File: src/rtl/lca_pkg.sv
package lca_pkg;
  typedef enum logic {
    SLOT_LT = 1'b0,
    SLOT_BN = 1'b1
  } slot_mode_e;
endpackage

File: src/rtl/lca_lt_ranker.sv
module lca_lt_ranker #(
  parameter int NUM_CAND  = 4,
  parameter int NUM_CORES = 2,
  parameter int ID_W      = 6,
  parameter int UTIL_W    = 8
) (
  input  logic [NUM_CAND-1:0]        cand_valid_i,
  input  logic [NUM_CAND*ID_W-1:0]   cand_id_i,
  input  logic [NUM_CAND*UTIL_W-1:0] cand_util_i,
  output logic [NUM_CORES-1:0]       sel_valid_o,
  output logic [NUM_CORES*ID_W-1:0]  sel_id_o
);
  localparam int RW = $clog2(NUM_CAND + 1);

  logic [RW-1:0] rank [NUM_CAND];

  // rank = number of valid candidates that beat this one
  always_comb begin
    for (int i = 0; i < NUM_CAND; i++) begin
      rank[i] = '0;
      for (int j = 0; j < NUM_CAND; j++) begin
        if (j != i && cand_valid_i[j]) begin
          if ((cand_util_i[j*UTIL_W +: UTIL_W] > cand_util_i[i*UTIL_W +: UTIL_W]) ||
              ((cand_util_i[j*UTIL_W +: UTIL_W] == cand_util_i[i*UTIL_W +: UTIL_W]) && (j < i)))
            rank[i] = rank[i] + 1'b1;
        end
      end
    end
  end

  genvar k;
  generate
    for (k = 0; k < NUM_CORES; k++) begin : g_core
      always_comb begin
        sel_valid_o[k] = 1'b0;
        sel_id_o[k*ID_W +: ID_W] = '0;
        for (int i = 0; i < NUM_CAND; i++) begin
          if (cand_valid_i[i] && (rank[i] == RW'(k))) begin
            sel_valid_o[k] = 1'b1;
            sel_id_o[k*ID_W +: ID_W] = cand_id_i[i*ID_W +: ID_W];
          end
        end
      end
    end
  endgenerate
endmodule

File: src/rtl/lca_bn_fifo.sv
module lca_bn_fifo #(
  parameter int W     = 6,
  parameter int DEPTH = 2
) (
  input  logic         clk,
  input  logic         rst_n,
  input  logic         push_i,
  input  logic         pop_i,
  input  logic [W-1:0] data_i,
  output logic [W-1:0] data_o,
  output logic         empty_o,
  output logic         full_o
);
  localparam int AW = (DEPTH > 1) ? $clog2(DEPTH) : 1;
  localparam int CW = $clog2(DEPTH + 1);

  logic [W-1:0]  mem [DEPTH];
  logic [AW-1:0] wr_ptr, rd_ptr;
  logic [CW-1:0] count;

  function automatic logic [AW-1:0] bump(input logic [AW-1:0] p);
    return (p == AW'(DEPTH - 1)) ? '0 : p + 1'b1;
  endfunction

  assign empty_o = (count == '0);
  assign full_o  = (count == CW'(DEPTH));
  assign data_o  = mem[rd_ptr];

  always_ff @(posedge clk) begin
    if (push_i) mem[wr_ptr] <= data_i;
  end

  always_ff @(posedge clk) begin
    if (!rst_n) begin
      wr_ptr <= '0;
      rd_ptr <= '0;
      count  <= '0;
    end else begin
      if (push_i) wr_ptr <= bump(wr_ptr);
      if (pop_i)  rd_ptr <= bump(rd_ptr);
      if (push_i && !pop_i)      count <= count + 1'b1;
      else if (pop_i && !push_i) count <= count - 1'b1;
    end
  end

  assert_no_overflow_R7: assert property (@(posedge clk) disable iff (!rst_n)
    count <= CW'(DEPTH));
  assert_no_underflow_R6: assert property (@(posedge clk) disable iff (!rst_n)
    pop_i |-> !empty_o);
endmodule

File: src/rtl/lca_core_slot.sv
module lca_core_slot
  import lca_pkg::*;
#(
  parameter int ID_W  = 6,
  parameter int DEPTH = 2
) (
  input  logic            clk,
  input  logic            rst_n,
  input  logic            quantum_i,
  input  logic            q_lt_valid_i,
  input  logic [ID_W-1:0] q_lt_id_i,
  input  logic            req_i,
  input  logic [ID_W-1:0] req_id_i,
  input  logic            done_i,
  output logic            grant_valid_o,
  output logic            grant_is_bn_o,
  output logic [ID_W-1:0] grant_id_o,
  output logic            preempt_o,
  output logic            restore_o,
  output logic            reject_o
);
  slot_mode_e      mode_q;
  logic [ID_W-1:0] bn_id_q, lt_id_q, head;
  logic            lt_valid_q;
  logic            fifo_empty, fifo_full;
  logic            free, pop, push, rej;

  // core can take a request directly: lagging work, or bottleneck ending with nothing queued
  assign free = (mode_q == SLOT_LT) || (done_i && fifo_empty);
  assign pop  = (mode_q == SLOT_BN) && done_i && !fifo_empty;
  assign push = req_i && !free && (!fifo_full || pop);
  assign rej  = req_i && !free && fifo_full && !pop;

  lca_bn_fifo #(.W(ID_W), .DEPTH(DEPTH)) u_fifo (
    .clk     (clk),
    .rst_n   (rst_n),
    .push_i  (push),
    .pop_i   (pop),
    .data_i  (req_id_i),
    .data_o  (head),
    .empty_o (fifo_empty),
    .full_o  (fifo_full)
  );

  always_ff @(posedge clk) begin
    if (!rst_n) begin
      mode_q     <= SLOT_LT;
      bn_id_q    <= '0;
      lt_id_q    <= '0;
      lt_valid_q <= 1'b0;
      preempt_o  <= 1'b0;
      restore_o  <= 1'b0;
      reject_o   <= 1'b0;
    end else begin
      preempt_o <= 1'b0;
      restore_o <= 1'b0;
      reject_o  <= rej;
      if (quantum_i) begin
        lt_valid_q <= q_lt_valid_i;
        lt_id_q    <= q_lt_id_i;
      end
      if (mode_q == SLOT_LT) begin
        if (req_i) begin
          mode_q    <= SLOT_BN;
          bn_id_q   <= req_id_i;
          preempt_o <= 1'b1;
        end
      end else if (pop) begin
        bn_id_q <= head;
      end else if (done_i) begin
        if (req_i) begin
          bn_id_q <= req_id_i;
        end else begin
          mode_q    <= SLOT_LT;
          restore_o <= 1'b1;
        end
      end
    end
  end

  assign grant_is_bn_o = (mode_q == SLOT_BN);
  assign grant_valid_o = grant_is_bn_o || lt_valid_q;
  assign grant_id_o    = grant_is_bn_o ? bn_id_q : lt_id_q;

  assert_preempt_runs_bn_R4: assert property (@(posedge clk) disable iff (!rst_n)
    preempt_o |-> (grant_is_bn_o && !restore_o));
  assert_restore_runs_lt_R6: assert property (@(posedge clk) disable iff (!rst_n)
    restore_o |-> !grant_is_bn_o);
  assert_done_idle_ignored_R6: assert property (@(posedge clk) disable iff (!rst_n)
    (!grant_is_bn_o && done_i && !req_i && !quantum_i) |=> (!restore_o && $stable(grant_id_o)));
  assert_quantum_keeps_bn_R8: assert property (@(posedge clk) disable iff (!rst_n)
    (quantum_i && grant_is_bn_o && !done_i) |=> (grant_is_bn_o && $stable(grant_id_o)));
  assert_full_reject_R7: assert property (@(posedge clk) disable iff (!rst_n)
    (req_i && grant_is_bn_o && !done_i && fifo_full) |=> (reject_o && $stable(grant_id_o)));
  assert_enqueue_keeps_grant_R5: assert property (@(posedge clk) disable iff (!rst_n)
    (req_i && grant_is_bn_o && !done_i) |=> (grant_is_bn_o && $stable(grant_id_o)));
  assert_direct_handover_R9: assert property (@(posedge clk) disable iff (!rst_n)
    (req_i && grant_is_bn_o && done_i && fifo_empty) |=> (grant_is_bn_o && !restore_o && !preempt_o));
endmodule

File: src/rtl/lca_coordinator.sv
module lca_coordinator #(
  parameter int NUM_CORES = 2,
  parameter int NUM_CAND  = 4,
  parameter int ID_W      = 6,
  parameter int UTIL_W    = 8,
  parameter int BUF_DEPTH = 2,
  localparam int CORE_W   = (NUM_CORES > 1) ? $clog2(NUM_CORES) : 1
) (
  input  logic                       clk,
  input  logic                       rst_n,
  input  logic                       quantum_i,
  input  logic [NUM_CAND-1:0]        cand_valid_i,
  input  logic [NUM_CAND*ID_W-1:0]   cand_id_i,
  input  logic [NUM_CAND*UTIL_W-1:0] cand_util_i,
  input  logic [UTIL_W-1:0]          bn_thresh_i,
  input  logic                       bn_valid_i,
  output logic                       bn_ready_o,
  input  logic [ID_W-1:0]            bn_id_i,
  input  logic [UTIL_W-1:0]          bn_util_i,
  input  logic [CORE_W-1:0]          bn_core_i,
  input  logic [NUM_CORES-1:0]       bn_done_i,
  output logic [NUM_CORES-1:0]       grant_valid_o,
  output logic [NUM_CORES-1:0]       grant_is_bn_o,
  output logic [NUM_CORES*ID_W-1:0]  grant_id_o,
  output logic [NUM_CORES-1:0]       preempt_o,
  output logic [NUM_CORES-1:0]       restore_o,
  output logic                       bn_reject_o
);
  logic [NUM_CORES-1:0]      sel_valid;
  logic [NUM_CORES*ID_W-1:0] sel_id;
  logic [NUM_CORES-1:0]      slot_rej;
  logic                      above, core_ok, eligible, drop_q;

  assign bn_ready_o = rst_n;
  assign above      = bn_util_i > bn_thresh_i;
  assign core_ok    = {1'b0, bn_core_i} < (CORE_W + 1)'(NUM_CORES);
  assign eligible   = bn_valid_i && above && core_ok;

  lca_lt_ranker #(
    .NUM_CAND (NUM_CAND),
    .NUM_CORES(NUM_CORES),
    .ID_W     (ID_W),
    .UTIL_W   (UTIL_W)
  ) u_ranker (
    .cand_valid_i (cand_valid_i),
    .cand_id_i    (cand_id_i),
    .cand_util_i  (cand_util_i),
    .sel_valid_o  (sel_valid),
    .sel_id_o     (sel_id)
  );

  genvar k;
  generate
    for (k = 0; k < NUM_CORES; k++) begin : g_slot
      lca_core_slot #(.ID_W(ID_W), .DEPTH(BUF_DEPTH)) u_slot (
        .clk           (clk),
        .rst_n         (rst_n),
        .quantum_i     (quantum_i),
        .q_lt_valid_i  (sel_valid[k]),
        .q_lt_id_i     (sel_id[k*ID_W +: ID_W]),
        .req_i         (eligible && (bn_core_i == CORE_W'(k))),
        .req_id_i      (bn_id_i),
        .done_i        (bn_done_i[k]),
        .grant_valid_o (grant_valid_o[k]),
        .grant_is_bn_o (grant_is_bn_o[k]),
        .grant_id_o    (grant_id_o[k*ID_W +: ID_W]),
        .preempt_o     (preempt_o[k]),
        .restore_o     (restore_o[k]),
        .reject_o      (slot_rej[k])
      );
    end
  endgenerate

  always_ff @(posedge clk) begin
    if (!rst_n) drop_q <= 1'b0;
    else        drop_q <= bn_valid_i && !(above && core_ok);
  end

  assign bn_reject_o = drop_q || (|slot_rej);

  assert_low_util_dropped_R3: assert property (@(posedge clk) disable iff (!rst_n)
    (bn_valid_i && (bn_util_i <= bn_thresh_i)) |=> (bn_reject_o && (preempt_o == '0)));
  assert_single_preempt_R10: assert property (@(posedge clk) disable iff (!rst_n)
    $onehot0(preempt_o));
endmodule

File: config.mk
export PLATFORM = sky130hd
export DESIGN_NAME = lca_coordinator
export DESIGN_NICKNAME = d
export VERILOG_FILES = /design/src/rtl/lca_pkg.sv /design/src/rtl/lca_lt_ranker.sv /design/src/rtl/lca_bn_fifo.sv /design/src/rtl/lca_core_slot.sv /design/src/rtl/lca_coordinator.sv
export SDC_FILE = /design/constraint.sdc
export NUM_CORES = 1
export LEC_CHECK = 0
export ABC_CLOCK_PERIOD_IN_PS = 4700
export BUFFER_PORTS_ARGS = -buffer_cell sky130_fd_sc_hd__buf_4
export CELL_PAD_IN_SITES_DETAIL_PLACEMENT = 0
export CELL_PAD_IN_SITES_GLOBAL_PLACEMENT = 2
export CORE_ASPECT_RATIO = 0.8
export CORE_UTILIZATION = 33
export DETAILED_ROUTE_END_ITERATION = 12
export GPL_TIMING_DRIVEN = 1
export PLACE_DENSITY_LB_ADDON = 0.1
export SYNTH_ARGS = -nofsm -noshare
export SYNTH_HDL_FRONTEND = slang
export SYNTH_SLANG_ARGS = --single-unit
export TNS_END_PERCENT = 5
File: constraint.sdc
create_clock -name clk -period 4.7 [get_ports clk]
set_clock_uncertainty 0.05 [all_clocks]
set_input_delay 0.47 -clock clk [delete_from_list [all_inputs] [get_ports clk]]
set_output_delay 0.47 -clock clk [all_outputs]
set_load 0.01 [all_outputs]
Word level (Yosys, flattened, before mapping)
Memory sizes are Yosys's and may differ from the RTL's. A register that Yosys moved wholly into a read port is not among the register bits.
Index checks and enable logic that the tools add are counted.
{"block": "word_totals", "regBits": 43, "latchBits": 0, "ramBits": 24, "rom_bits": 0, "inputBits": 89, "output_inout_bits": 22, "wordCells": 215, "mem_count": 2}
{"block": "op_classes", "add_sub_neg": 16, "mul": 0, "n_div": 0, "order_cmp": 13, "eq_ne": 14, "shifts": 0, "n_mux": 76, "bitwise": 6, "reduce_logical": 67}
{"memory": "g_slot[0].u_slot.u_fifo.mem", "words": 2, "word_bits": 6, "rd": 1, "rd_clocked_by_memory_dff": 1, "write_ports": 1, "line_no": "lca_bn_fifo.sv:17", "source": "logic [W-1:0] mem [DEPTH];"}
{"memory": "g_slot[1].u_slot.u_fifo.mem", "words": 2, "word_bits": 6, "rd": 1, "rd_clocked_by_memory_dff": 1, "write_ports": 1, "line_no": "lca_bn_fifo.sv:17"}
{"cell": "6-bit 2-to-1 mux", "n": 18}
{"cell": "8-bit > comparator", "n": 13}
{"cell": "3-bit 2-to-1 mux", "n": 17}
{"cell": "8-bit equality test", "n": 6}
{"cell": "1-bit 2-to-1 mux", "n": 37}
{"cell": "1-bit logical AND", "n": 30}
{"cell": "3-bit by 1-bit adder with 3-bit output, second input constant", "n": 7}
{"cell": "1-bit logical OR", "n": 13}
{"cell": "3-bit by 1-bit equality test with 1-bit output, second input constant", "n": 4}
{"cell": "3-bit zero test", "n": 4}
{"cell": "1-bit zero test", "n": 11}
{"cell": "2-bit 2-to-1 mux", "n": 4}
{"cell": "4-bit OR reduction", "n": 2}
{"cell": "3-bit inequality test, second input constant", "n": 2}
{"cell": "1-bit NOT", "n": 6}
{"cell": "2-bit OR reduction", "n": 3}
{"cell": "1-bit adder, second input constant", "n": 4}
{"cell": "2-bit by 1-bit adder with 2-bit output, second input constant", "n": 2}
{"cell": "2-bit equality test, second input constant", "n": 2}
{"cell": "2-bit zero test", "n": 2}
{"cell": "2-bit nonzero test", "n": 2}
{"cell": "2-bit by 1-bit subtractor with 2-bit output, second input constant", "n": 2}
{"cell": "1-bit by 1-bit adder with 2-bit output, second input constant", "n": 1}

Logic depth before layout (Yosys ltp)
Gate-level depths: netlist (run 1).
{"block": "depth", "word_depth": 15, "mapped_depth": 22, "ltp_nobuf": 21}

Hierarchy
From an unflattened synthesis (run 1), not the netlist that was laid out.
{"block": "unflattened", "cells_unflattened": 585, "hier_area_um2": 5462.7}
{"mod": "lca_lt_ranker", "instances": 1, "cells_each": 273, "area_per_inst_um2": 2085.8}
{"mod": "lca_core_slot", "instances": 2, "cells_each": 95, "area_per_inst_um2": 888.4}
{"mod": "lca_bn_fifo", "instances": 2, "cells_each": 41, "area_per_inst_um2": 650.6}
{"mod": "lca_coordinator", "instances": 1, "cells_each": 40, "area_per_inst_um2": 299.0}

Worst setup path before layout (run 1)
No wires, ideal clock.
{"block": "synth_path", "kind": "input-to-reg", "from": "input port cand_util_i[7]", "to": "register g_slot[1].u_slot.lt_id_q[3]", "arrival_ns": 3.991, "t_required_ns": 4.573, "path_slack_ns": 0.582, "cell_stages": 17, "cell_sequence": "inv_1 ha_1 a21oi_1 o21ai_1 nor2b_1 or2_2 and2_1 ha_1 a221oi_4 inv_1 ha_1 nor2_1 and4_1 mux2i_1 or3_1 a221o_1 a41oi_2"}
{"block": "synth_via", "elab_chain_cells": 15, "word_cells_on_any_way": 56}
{"item": "from (decl)", "line_no": "lca_coordinator.sv:14", "source": "input logic [NUM_CAND*UTIL_W-1:0] cand_util_i,"}
{"item": "8-bit > comparator or 8-bit equality test (tied branches)", "line_no": "lca_lt_ranker.sv:23, lca_lt_ranker.sv:24"}
{"item": "1-bit 2-to-1 mux or 1-bit logical OR (tied branches)", "line_no": "lca_lt_ranker.sv:23", "source": "if ((cand_util_i[j*UTIL_W +: UTIL_W] > cand_util_i[i*UTIL_W +: UTIL_W]) ||"}
{"item": "1-bit 2-to-1 mux, on equally long branches", "line_no": "lca_lt_ranker.sv:22, lca_lt_ranker.sv:23"}
{"item": "3-bit by 1-bit adder with 3-bit output or 1-bit 2-to-1 mux (tied branches)", "line_no": "lca_lt_ranker.sv:25, lca_lt_ranker.sv:22"}
{"item": "3-bit 2-to-1 mux or 3-bit by 1-bit adder with 3-bit output (tied branches)", "line_no": "lca_lt_ranker.sv:23, lca_lt_ranker.sv:25"}
{"item": "3-bit 2-to-1 mux, on equally long branches", "line_no": "lca_lt_ranker.sv:22, lca_lt_ranker.sv:23"}
{"item": "3-bit by 1-bit adder with 3-bit output or 3-bit 2-to-1 mux (tied branches)", "line_no": "lca_lt_ranker.sv:25, lca_lt_ranker.sv:22"}
{"item": "3-bit 2-to-1 mux or 3-bit by 1-bit adder with 3-bit output (tied branches)", "line_no": "lca_lt_ranker.sv:23, lca_lt_ranker.sv:25"}
{"item": "3-bit 2-to-1 mux, on equally long branches", "line_no": "lca_lt_ranker.sv:22, lca_lt_ranker.sv:23"}
{"item": "3-bit by 1-bit equality test with 1-bit output or 3-bit 2-to-1 mux (tied branches)", "line_no": "lca_lt_ranker.sv:38, lca_lt_ranker.sv:22"}
{"item": "1-bit logical AND or 3-bit by 1-bit equality test with 1-bit output (tied branches)", "line_no": "lca_lt_ranker.sv:38", "source": "if (cand_valid_i[i] && (rank[i] == RW'(k))) begin"}
{"item": "6-bit 2-to-1 mux or 1-bit logical AND (tied branches)", "line_no": "lca_lt_ranker.sv:38"}
{"item": "6-bit 2-to-1 mux (2 in a row)", "line_no": "lca_lt_ranker.sv:38"}
{"item": "6-bit 2-to-1 mux *", "line_no": "lca_lt_ranker.sv:38"}
{"item": "to (signal assigned)", "line_no": "lca_core_slot.sv:60", "source": "lt_id_q <= q_lt_id_i;"}
{"item": "to (decl)", "line_no": "lca_core_slot.sv:23", "source": "logic [ID_W-1:0] bn_id_q, lt_id_q, head;"}
Mark *: on every way between the ends. The rest lies on a longest branch, timed or not.
A chain may end at the register's enable or synchronous reset.

Worst setup path after layout (run 1)
Ends and elaborated chain as after synthesis.

==> implementation parameters, run 1 <==
Parameter                              Value

Finish
  Number of antenna repair diodes    0
  Filler cell count in the final layout    ~1.6k
  Number of non-filler instances in the completed layout    between 900 and 1k
  Fraction of final layout cells sized beyond drive strength 1    0.218
  Area delta synth->final    22.6%
  Final Net Count    slightly below 900

Setup path
  Count of buffer and inverter cells on the critical path    3
  Crit path launch    cand_util_i[7]
  Start of the worst register-to-register path    g_slot[1].u_slot.grant_is_bn_o$_SDFF_PN0_
  Critical Path Sink Type    register
  CP Launch Type    input port
  Setup slack, reg-to-reg    between 2 and 2.5 ns
  Maximum fanout count along the critical path    7
  Crit path top cell by count    sky130_fd_sc_hd__ha_1
  Category of cells accounting for the largest share of critical-path delay    simple AND/OR/NAND/NOR gates
  Reg2Reg Capture Point    g_slot[1].u_slot.u_fifo.count[1]$_SDFFE_PN0P_
  Largest stage delay, worst path    between 0.4 and 0.5 ns
  CP Capture Point    g_slot[1].u_slot.lt_id_q[3]$_SDFFE_PN0P_
  Count of cell instances traversed by the critical path    18
  Slowest-stage cell, CP    sky130_fd_sc_hd__or3_1
  Worst path cell trace    buf_4, inv_1, ha_1, a21oi_1, o21ai_1, nor2b_1, or2_2, and2_1, ha_1, a221oi_4, inv_1, ha_1, nor2_1, and4_1, mux2i_1, or3_1, a221o_1, a41oi_2
  Number of cells on the worst reg-to-reg path    6
  Data arrival, critical path    4.47 ns
  Data required time of the critical path    slightly below 5 ns
  Type of the worst setup path    input port to register

Clocking
  H-tree levels    3
  Clock slew seen by the registers of the worst setup and hold paths    0.06 ns
  Hold Buf Count CTS    0
  Inserted Clock Buffers    9
  Buffers from clock root to sink, at most    2
  CTS tree    done
  Total clock sinks    between 60 and 70
  Cell at the root of the clock tree    sky130_fd_sc_hd__clkbuf_16
  Number of gates given a new drive strength after cts    0
  Setup Buffers After CTS    0
  Clock insertion delay at the later pin of the skew report    between 0.3 and 0.4 ns

Floorplan
  Initial core utilization    0.343
  Number of placement rows    a little over 40
  Overall die height    117 microns
  Horizontal die dimension    about 150 microns
  Die area    roughly 17,000 sq um
  Core box area    approximately 16,000 sq um
  I/O pin count    ~110

Run status
  Result of the run    finished clean

Hold path
  Worst hold path type    input port to register
  Hold depth    1

Timing
  Worst rel slew slack    0.341
  Post-route worst setup slack    between 0.4 and 0.5 ns
  Hold Violations, Final    0
  Unrepaired setup endpoints after global routing    false
  Transition time at the pin with the least slew margin    about 0.98 ns
  Final worst path period need    ~4.3 ns
  Highest clock frequency the design can meet    roughly 230 MHz
  Final setup fails    0
  Number of pins exceeding their max-slew limit in the final report    0
  Post-Route Setup TNS    0 ns
  Worst-case hold slack    0.325 ns
  Post-route clock period utilization    0.907

Yosys
  Area share of the leading cell type in the synthesized netlist    0.164
  Ranking of synthesized cells by area    sky130_fd_sc_hd__dfxtp_1 16%, sky130_fd_sc_hd__ha_1 15%, sky130_fd_sc_hd__edfxtp_1 13%, sky130_fd_sc_hd__mux2i_1 4.2%, sky130_fd_sc_hd__o21ai_0 3.4%
  Number of distinct library cells after synthesis    63
  Warning count from the yosys run    0
  Syn Inst Count    between 600 and 700
  Number of enable-type register cells in the synthesized netlist    24
  Count of state elements after synthesis    slightly below 70
  Adder-cell area share of the yosys netlist    0.150
  Multiplexer area fraction after synthesis    0.0751
  Fraction of synthesized cell area in xor and xnor cells    0.0127
  Post-Synth Simple-Gate Area    0.220
  Predominant post-synthesis flop cell    sky130_fd_sc_hd__dfxtp_1
  Sequential area share after synthesis    0.295
  Main combinational cell family by area after synthesis    simple AND/OR/NAND/NOR gates
  Post-synth net total    788
  Asr flop ratio synth    0
  Most used standard cells in the synthesized netlist    66 x sky130_fd_sc_hd__ha_1, 45 x sky130_fd_sc_hd__dfxtp_1, 42 x sky130_fd_sc_hd__inv_1
  Most area-hungry cell type in the Yosys netlist    sky130_fd_sc_hd__dfxtp_1
  Mean post-synth cell area    slightly below 9 sq um
  Post-synthesis compound-gate area fraction    0.187
  Cell with the most instances after synthesis    sky130_fd_sc_hd__ha_1
  Mapped cell area    around 5500 sq um

Detailed routing
  Number of DRC violations after detailed routing    0
  Drt pass-1 iters    5
  Final wirelength    between 15,000 and 20,000 microns
  Via/cell ratio    roughly 5.4
  Average routed wire per standard cell    between 15 and 20 microns
  Initial detailed-routing violation count    between 300 and 400
  Vias    5,065
  ANT nets after route    0

Pwr
  Power per unit of standard cell area    between 200 and 300 nW/um^2
  Static leakage power    ~2.9 nW
  Worst IR Drop VDD    approximately 160 uV

Placement
  Half-perimeter wire length after placement    around 14,000 microns
  Worst setup slack after placement    0.136 ns
  Number of input and output port buffers inserted    110
  Placer congestion estimate    0.874
  Number of placed cells counting well taps    between 900 and 1k

Global routing
  Global router's overall resource usage    0.198
  Pin count of the biggest net entering global routing    63
  Initial antenna violation count    1
  Global-route wire length before repair    about 27,000 microns
  Residual overflow from global routing    0
  Number of global-route vias before repair    5,010

Job
  Number of maximum-capacitance violations    0
## kinds of logic after synthesis
kind of cell	count (synthesis)
AND/OR/NAND/NOR	221
AO/OA/AOI/OAI	154
buffers and inverters	77
flip-flops	69
adder cells (fa/ha/maj)	66
multiplexers	38
XOR/XNOR	8
## per-layer routing
metal / GRT usage / share of wire / vias up
met4: 0.0293 / 0.0054 / 0
met3: 0.0432 / 0.068 / 13
met2: 0.296 / 0.42 / 183
li1: - / - / 2501
met1: 0.293 / 0.50 / 2368
met5: 0 / 0 / -
## through the flow
stage | utilization | total power [mW] | area, sq um
after floorplan | - | 0.970 | 5500
after global placement | 0.403 | 1.17 | 6460
after detailed placement | 0.403 | 1.17 | 6460
after CTS | 0.421 | 1.82 | 6740
after global routing | 0.421 | 1.90 | 6740
final | 0.421 | 1.81 | 6740
## power by group
| part | total, mW | internal [mW] | switching, mW | leakage, nW |
|---|---|---|---|---|
| clock network | 0.649 | 0.375 | 0.275 | 0.140 |
| logic | 0.504 | 0.228 | 0.275 | 2.19 |
| registers | 0.657 | 0.638 | 0.0197 | 0.582 |
| total | 1.81 | 1.24 | 0.570 | 2.91 |
## worst min-delay path by stage
stage | slack, ns | endpoint | start
3_3_place_gp | 0.41 | g_slot[0].u_slot.u_fifo.wr_ptr$_SDFFE_PN0P_ | g_slot[0].u_slot.u_fifo.wr_ptr$_SDFFE_PN0P_
5_1_grt | 0.33 | g_slot[0].u_slot.u_fifo.mem[0][0]$_DFFE_PP_ | bn_id_i[0]
6_report | 0.32 | g_slot[0].u_slot.u_fifo.mem[1][3]$_DFFE_PP_ | bn_id_i[3]
4_1_cts | 0.32 | g_slot[0].u_slot.u_fifo.mem[1][3]$_DFFE_PP_ | bn_id_i[3]
2_1_floorplan | 0.37 | g_slot[1].u_slot.lt_id_q[0]$_SDFFE_PN0P_ | g_slot[1].u_slot.lt_id_q[0]$_SDFFE_PN0P_
3_5_place_dp | 0.43 | g_slot[0].u_slot.u_fifo.wr_ptr$_SDFFE_PN0P_ | g_slot[0].u_slot.u_fifo.wr_ptr$_SDFFE_PN0P_
## layout by cell type, fill, tap and decap left out, types with 18 or more instances in the layout
master | netlist | layout
sky130_fd_sc_hd__inv_1 | 42 | 42
sky130_fd_sc_hd__nand2_1 | 40 | 40
sky130_fd_sc_hd__nand3_1 | 18 | 18
sky130_fd_sc_hd__dfxtp_1 | 45 | 45
sky130_fd_sc_hd__and2_1 | 25 | 25
sky130_fd_sc_hd__nand4_1 | 25 | 25
sky130_fd_sc_hd__buf_4 | 9 | 115
sky130_fd_sc_hd__edfxtp_1 | 24 | 24
sky130_fd_sc_hd__ha_1 | 66 | 66
sky130_fd_sc_hd__mux2i_1 | 23 | 23
sky130_fd_sc_hd__nor2_1 | 38 | 38
sky130_fd_sc_hd__o21ai_0 | 37 | 37
sky130_fd_sc_hd__a21oi_1 | 35 | 35
## final cells by class
type | count | area, sq um | area share
clock inverter | 6 | 42.5 | 0.00631
sequential | 69 | 1620 | 0.241
inverter | 42 | 158 | 0.0234
multi-input combinational | 487 | 3550 | 0.526
timing repair buffer | 115 | 863 | 0.128
tap | 215 | 269 | 0.0399
clock buffer | 10 | 239 | 0.0355
## worst reg2reg max path, cell delays in order, from the launching register on
cell and delay (ns):
sky130_fd_sc_hd__dfxtp_1 0.67, sky130_fd_sc_hd__nand2_1 0.11, sky130_fd_sc_hd__nor2_1 0.52, sky130_fd_sc_hd__inv_1 0.11, sky130_fd_sc_hd__ha_1 0.33, sky130_fd_sc_hd__or3_1 0.37, sky130_fd_sc_hd__a21boi_0 0.16
## flip-flops by register name (all words and copies together) (netlist names), named ones only
name                         flops
g_slot.u_slot.grant_is_bn_o      2
g_slot.u_slot.lt_id_q           12
drop_q                           1
g_slot.u_slot.restore_o          2
g_slot.u_slot.lt_valid_q         2
g_slot.u_slot.u_fifo.wr_ptr      2
g_slot.u_slot.reject_o           2
g_slot.u_slot.preempt_o          2
g_slot.u_slot.u_fifo.mem        24
g_slot.u_slot.u_fifo.count       4
g_slot.u_slot.u_fifo.rd_ptr      2
g_slot.u_slot.bn_id_q           12
(Power assumes the default switching activity.)
==> run 2, diff against run 1 <==
CELL_PAD_IN_SITES_GLOBAL_PLACEMENT = 1   (was 2)
CORE_UTILIZATION = 42   (was 33)
==> implementation parameters, run 2 (same netlist as run 1, synthesis figures left out) <==
Parameter                              Value

Clocking
  Hold Buf Count CTS    0 (unchanged)
  Number of gates given a new drive strength after cts    0 (unchanged)
  Cell at the root of the clock tree    sky130_fd_sc_hd__clkbuf_16 (unchanged)
  Clock insertion delay at the later pin of the skew report    0.33 ns (was 0.34 ns)
  Inserted Clock Buffers    9 (unchanged)
  CTS tree    done (unchanged)
  Clock slew seen by the registers of the worst setup and hold paths    0.06 ns (about the same)
  Setup Buffers After CTS    0 (unchanged)
  Total clock sinks    69 (unchanged)
  Buffers from clock root to sink, at most    2 (unchanged)
  H-tree levels    3 (unchanged)

Finish
  Flip-flop count of the largest register after layout    24 (unchanged)
  Area delta synth->final    21.9% (was 22.6%)
  Leading cell type in the layout, fill and taps excluded    sky130_fd_sc_hd__buf_4 (unchanged)
  Fraction of final layout cells sized beyond drive strength 1    0.218 (unchanged)
  Biggest register    g_slot.u_slot.u_fifo.mem (unchanged)
  Number of antenna repair diodes    0 (unchanged)
  Most used cells in the layout excluding fill and tap cells    115 x sky130_fd_sc_hd__buf_4, 66 x sky130_fd_sc_hd__ha_1, 45 x sky130_fd_sc_hd__dfxtp_1, 42 x sky130_fd_sc_hd__inv_1, 40 x sky130_fd_sc_hd__nand2_1 (unchanged)
  Final Net Count    879 (unchanged)
  Leading registers by flop count    g_slot.u_slot.u_fifo.mem: 24 flops, g_slot.u_slot.bn_id_q: 12 flops, g_slot.u_slot.lt_id_q: 12 flops (unchanged)

Setup path
  Slowest-stage cell, CP    sky130_fd_sc_hd__or3_1 (unchanged)
  Category of cells accounting for the largest share of critical-path delay    simple AND/OR/NAND/NOR gates (unchanged)
  Reg2Reg Capture Point    g_slot[0].u_slot.u_fifo.count[1]$_SDFFE_PN0P_ (was g_slot[1].u_slot.u_fifo.count[1]$_SDFFE_PN0P_)
  CP Launch Type    input port (unchanged)
  Count of cell instances traversed by the critical path    18 (unchanged)
  Data required time of the critical path    4.91 ns (about the same)
  Maximum fanout count along the critical path    7 (unchanged)
  Worst path cell trace    buf_4, inv_1, ha_1, a21oi_1, o21ai_1, nor2b_1, or2_2, and2_1, ha_1, a221oi_4, inv_1, ha_1, nor2_1, and4_1, mux2i_1, or3_1, a221o_1, a41oi_2 (unchanged)
  Number of cells on the worst reg-to-reg path    6 (unchanged)
  Type of the worst setup path    input port to register (unchanged)
  Data arrival, critical path    4.45 ns (was 4.47 ns)
  Largest stage delay, worst path    0.39 ns (was 0.42 ns)
  Crit path top cell by count    sky130_fd_sc_hd__ha_1 (unchanged)
  Setup slack, reg-to-reg    2.29 ns (was 2.31 ns)
  Critical Path Sink Type    register (unchanged)
  Count of buffer and inverter cells on the critical path    3 (unchanged)
  Start of the worst register-to-register path    g_slot[0].u_slot.grant_is_bn_o$_SDFF_PN0_ (was g_slot[1].u_slot.grant_is_bn_o$_SDFF_PN0_)

Timing
  Post-route clock period utilization    0.903 (was 0.907)
  Post-Route Setup TNS    0 ns (unchanged)
  Unrepaired setup endpoints after global routing    false (unchanged)
  Transition time at the pin with the least slew margin    0.915 ns (was 0.981 ns)
  Highest clock frequency the design can meet    236 MHz (was 235 MHz)
  Final worst path period need    4.24 ns (was 4.26 ns)
  Final setup fails    0 (unchanged)
  Worst rel slew slack    0.385 (was 0.341)
  Post-route worst setup slack    0.458 ns (was 0.439 ns)
  Number of pins exceeding their max-slew limit in the final report    0 (unchanged)
  Hold Violations, Final    0 (unchanged)

Floorplan
  Die area    13,600 sq um (was 17,200 sq um)
  Core box area    12,500 sq um (was 16,000 sq um)
  Overall die height    104 microns (was 117 microns)
  I/O pin count    111 (unchanged)
  Number of placement rows    36 (was 41)
  Horizontal die dimension    130 microns (was 146 microns)
  Initial core utilization    0.441 (was 0.343)

Pwr
  Power per unit of standard cell area    275 nW/um^2 (was 269 nW/um^2)
  Static leakage power    2.92 nW (was 2.91 nW)
  Worst IR Drop VDD    185 uV (was 162 uV)

Placement
  Half-perimeter wire length after placement    12,600 microns (was 13,500 microns)
  Worst setup slack after placement    0.168 ns (was 0.136 ns)
  Number of input and output port buffers inserted    110 (unchanged)
  Placer congestion estimate    0.923 (was 0.874)

Hold path
  Hold EP    g_slot[0].u_slot.u_fifo.mem[1][1]$_DFFE_PP_ (was g_slot[0].u_slot.u_fifo.mem[1][3]$_DFFE_PP_)
  Worst hold path type    input port to register (unchanged)
  Worst hold start    bn_id_i[1] (was bn_id_i[3])
  Hold depth    1 (unchanged)

Global routing
  Residual overflow from global routing    0 (unchanged)
  Initial antenna violation count    1 (unchanged)
  Pin count of the biggest net entering global routing    63 (unchanged)
  Number of global-route vias before repair    4,760 (was 5,010)
  Global-route wire length before repair    24,800 microns (was 26,800 microns)
  Global router's overall resource usage    0.237 (was 0.198)

Run status
  Result of the run    finished clean (unchanged)

Detailed routing
  Drt pass-1 iters    5 (unchanged)
  Via/cell ratio    5.67 (was 5.37)
  Vias    5,100 (was 5,065)
  Average routed wire per standard cell    17.4 microns (was 17.9 microns)
  ANT nets after route    0 (unchanged)
  Final wirelength    15,700 microns (was 16,900 microns)
  Number of DRC violations after detailed routing    0 (unchanged)
  Initial detailed-routing violation count    347 (was 352)

Job
  Number of maximum-capacitance violations    0 (unchanged)
run 2: changes by cell type in the layout (fill, tap and decap cells not counted):
cell	previous run	this run
sky130_fd_sc_hd__clkinvlp_4	1	0
sky130_fd_sc_hd__inv_4	2	0
sky130_fd_sc_hd__inv_6	2	1
sky130_fd_sc_hd__clkinv_4	0	3
sky130_fd_sc_hd__bufinv_16	0	1
sky130_fd_sc_hd__clkbuf_8	1	0
sky130_fd_sc_hd__clkinv_2	1	2
run 2: how the worst max path moves through the flow:
stage	endpoint	slack [ns]	startpoint
finish	g_slot[1].u_slot.lt_id_q[3]$_SDFFE_PN0P_	0.46	cand_util_i[7]
global route	g_slot[1].u_slot.lt_id_q[3]$_SDFFE_PN0P_	0.21	cand_util_i[5]
CTS	g_slot[1].u_slot.lt_id_q[3]$_SDFFE_PN0P_	0.50	cand_util_i[7]
detailed placement	g_slot[1].u_slot.lt_id_q[3]$_SDFFE_PN0P_	0.17	cand_util_i[7]
global placement	g_slot[1].u_slot.lt_id_q[3]$_SDFFE_PN0P_	0.26	cand_util_i[7]
floorplan	g_slot[1].u_slot.lt_id_q[3]$_SDFFE_PN0P_	0.58	cand_util_i[7]
run 2: layer usage:
metal / wire [microns] / vias to the layer above / track usage / share of wire
li1: - / 2507 / - / -
met3: 947 / 14 / 0.0484 / 0.060
met2: 6410 / 170 / 0.338 / 0.41
met5: 9 / - / 0 / 0.00057
met1: 8190 / 2407 / 0.361 / 0.52
met4: 138 / 2 / 0.0490 / 0.0088
run 2: layout make-up:
cell class,count,area (sq um)
clock inverters,7,75.1
well taps,171,214
repair buffers,115,863
flip-flops and latches,69,1620
multi-input cells,487,3550
fillers,1195,5770
inverters,42,158
clock buffers,9,225
run 2: worst register-to-register path, cell delays in order, from the launching register on:
cell and delay, ns:
sky130_fd_sc_hd__dfxtp_1 0.67, sky130_fd_sc_hd__nand2_1 0.10, sky130_fd_sc_hd__nor2_1 0.55, sky130_fd_sc_hd__inv_1 0.11, sky130_fd_sc_hd__ha_1 0.35, sky130_fd_sc_hd__or3_1 0.35
sky130_fd_sc_hd__a21boi_0 0.15
run 2: per-stage QoR:
step / power [mW] / hold WS [ns] / std cells / utilization / area, sq um
floorplan: 0.970 / 0.371 / 633 / - / 5500
global placement: 1.16 / 0.414 / 884 / 0.513 / 6400
detailed placement: 1.16 / 0.429 / 884 / 0.513 / 6400
CTS: 1.85 / 0.318 / 900 / 0.537 / 6700
global route: 1.93 / 0.319 / 900 / 0.537 / 6700
finish: 1.84 / 0.329 / 900 / 0.537 / 6700
run 2: power breakdown:
group          total, mW  internal, mW  switching, mW
sequential         0.655         0.638         0.0172
combinational      0.502         0.229          0.273
clock              0.684         0.413          0.270
==> run 3, diff against run 2 <==
RECOVER_POWER = 50   (was default)
==> implementation parameters, run 3 (same netlist as run 1, synthesis figures left out) <==
Parameter                              Value

Run status
  Result of the run    finished with violations (was finished clean)
  Violated checks    max-capacitance violations, max-slew violations

Global routing
  Residual overflow from global routing    0 (unchanged)
  Global-route wire length before repair    24,800 microns (unchanged)
  Global router's overall resource usage    0.237 (unchanged)
  Initial antenna violation count    1 (unchanged)
  Number of global-route vias before repair    4,760 (unchanged)
  Pin count of the biggest net entering global routing    63 (unchanged)

Pwr
  Worst IR Drop VDD    184 uV (was 185 uV)
  Power per unit of standard cell area    276 nW/um^2 (was 275 nW/um^2)
  Static leakage power    2.83 nW (was 2.92 nW)

Floorplan
  Horizontal die dimension    130 microns (unchanged)
  I/O pin count    111 (unchanged)
  Die area    13,600 sq um (unchanged)
  Number of placement rows    36 (unchanged)
  Overall die height    104 microns (unchanged)
  Initial core utilization    0.441 (unchanged)
  Core box area    12,500 sq um (unchanged)

Job
  Number of maximum-capacitance violations    1 (was 0)

Clocking
  Buffers from clock root to sink, at most    2 (unchanged)
  Setup Buffers After CTS    0 (unchanged)
  Number of gates given a new drive strength after cts    0 (unchanged)
  Total clock sinks    69 (unchanged)
  Inserted Clock Buffers    9 (unchanged)
  CTS tree    done (unchanged)
  Clock insertion delay at the later pin of the skew report    0.33 ns (about the same)
  H-tree levels    3 (unchanged)
  Hold Buf Count CTS    0 (unchanged)
  Cell at the root of the clock tree    sky130_fd_sc_hd__clkbuf_16 (unchanged)
  Clock slew seen by the registers of the worst setup and hold paths    0.06 ns (about the same)

Placement
  Half-perimeter wire length after placement    12,600 microns (unchanged)
  Placer congestion estimate    0.923 (unchanged)
  Worst setup slack after placement    0.168 ns (unchanged)
  Area after detailed placement    6400 sq um (unchanged)
  Number of input and output port buffers inserted    110 (unchanged)

Setup path
  Critical Path Sink Type    register (unchanged)
  Data arrival, critical path    4.46 ns (was 4.45 ns)
  Largest stage delay, worst path    0.39 ns (about the same)
  Type of the worst setup path    input port to register (unchanged)
  Worst path cell trace    buf_4, inv_1, ha_1, a21oi_1, o21ai_1, nor2b_1, or2_2, and2_1, ha_1, a221oi_4, inv_1, ha_1, nor2_1, and4_1, mux2i_1, or3_1, a221o_1, a41oi_2 (unchanged)
  CP Launch Type    input port (unchanged)
  Setup slack, reg-to-reg    2.29 ns (about the same)
  Crit path top cell by count    sky130_fd_sc_hd__ha_1 (unchanged)
  Slowest-stage cell, CP    sky130_fd_sc_hd__or3_1 (unchanged)
  Category of cells accounting for the largest share of critical-path delay    simple AND/OR/NAND/NOR gates (unchanged)
  Count of cell instances traversed by the critical path    18 (unchanged)
  Number of cells on the worst reg-to-reg path    6 (unchanged)
  Data required time of the critical path    4.90 ns (was 4.91 ns)
  Count of buffer and inverter cells on the critical path    3 (unchanged)
  Maximum fanout count along the critical path    7 (unchanged)

Finish
  Fraction of final layout cells sized beyond drive strength 1    0.180 (was 0.218)
  Final Net Count    879 (unchanged)
  Final Instance Area    6610 sq um (was 6700 sq um)
  Flip-flop count of the largest register after layout    24 (unchanged)
  Area delta synth->final    20.3% (was 21.9%)
  Most used cells in the layout excluding fill and tap cells    91 x sky130_fd_sc_hd__buf_4, 66 x sky130_fd_sc_hd__ha_1, 45 x sky130_fd_sc_hd__dfxtp_1, 42 x sky130_fd_sc_hd__inv_1, 40 x sky130_fd_sc_hd__nand2_1 (was 115 x sky130_fd_sc_hd__buf_4, 66 x sky130_fd_sc_hd__ha_1, 45 x sky130_fd_sc_hd__dfxtp_1, 42 x sky130_fd_sc_hd__inv_1, 40 x sky130_fd_sc_hd__nand2_1)
  Leading cell type in the layout, fill and taps excluded    sky130_fd_sc_hd__buf_4 (unchanged)
  Biggest register    g_slot.u_slot.u_fifo.mem (unchanged)
  Number of antenna repair diodes    0 (unchanged)
  Leading registers by flop count    g_slot.u_slot.u_fifo.mem: 24 flops, g_slot.u_slot.bn_id_q: 12 flops, g_slot.u_slot.lt_id_q: 12 flops (unchanged)

Timing
  Post-Route Setup TNS    0 ns (unchanged)
  Final setup fails    0 (unchanged)
  Post-route clock period utilization    0.907 (was 0.903)
  Transition time at the pin with the least slew margin    2.45 ns (was 0.915 ns)
  Hold Violations, Final    0 (unchanged)
  Final worst path period need    4.26 ns (was 4.24 ns)
  Post-route worst setup slack    0.436 ns (was 0.458 ns)
  Number of pins exceeding their max-slew limit in the final report    63 (was 0)
  Worst rel slew slack    -0.636 (was 0.385)
  Unrepaired setup endpoints after global routing    false (unchanged)
  Highest clock frequency the design can meet    235 MHz (was 236 MHz)

Detailed routing
  Final wirelength    15,700 microns (about the same)
  Average routed wire per standard cell    17.4 microns (about the same)
  Drt pass-1 iters    5 (unchanged)
  Vias    5,110 (was 5,100)
  Initial detailed-routing violation count    383 (was 347)
  Number of DRC violations after detailed routing    0 (unchanged)
  Via/cell ratio    5.68 (was 5.67)
  ANT nets after route    0 (unchanged)

Hold path
  Hold depth    2 (was 1)
  Worst hold path type    input port to register (unchanged)
## run 3: path summary, 6_finish.rpt
check                                                    from                                       endpoint
hold / removal                                     bn_valid_i                              drop_q$_SDFF_PN0_
setup reg to reg    g_slot[0].u_slot.grant_is_bn_o$_SDFF_PN0_  g_slot[0].u_slot.u_fifo.count[1]$_SDFFE_PN0P_
setup / recovery                               cand_util_i[7]       g_slot[1].u_slot.lt_id_q[3]$_SDFFE_PN0P_
hold reg to reg   g_slot[0].u_slot.u_fifo.wr_ptr$_SDFFE_PN0P_    g_slot[0].u_slot.u_fifo.wr_ptr$_SDFFE_PN0P_
## run 3: stage by stage
step	hold slack, ns	power, mW	utilization	std cells
floorplan	0.371	0.970	-	633
global placement	0.414	1.16	0.513	884
CTS	0.318	1.85	0.537	900
global route	0.340	1.92	0.530	900
finish	0.345	1.83	0.530	900
detailed placement	0.429	1.16	0.513	884
## run 3: cell type report
class,instances,area [sq um]
clock buffers,9,225
clock inverters,7,75.1
fillers,1221,5860
inverters,42,158
flip-flops and latches,69,1620
multi-input cells,487,3550
well taps,171,214
repair buffers,115,773
## run 3: per-layer routing
| layer | wire [microns] | GRT usage | share of wire | vias to the layer above |
|---|---|---|---|---|
| li1 | - | - | - | 2511 |
| met1 | 8050 | 0.361 | 0.51 | 2416 |
| met2 | 6520 | 0.338 | 0.42 | 167 |
| met3 | 971 | 0.0484 | 0.062 | 14 |
| met4 | 139 | 0.0490 | 0.0089 | 2 |
| met5 | 13 | 0 | 0.00083 | - |
## run 3: report_power, final
group / total [mW] / switching [mW] / internal, mW / leakage (nW)
sequential: 0.655 / 0.0172 / 0.638 / 0.582
combinational: 0.489 / 0.273 / 0.216 / 2.10
clock: 0.682 / 0.269 / 0.413 / 0.150
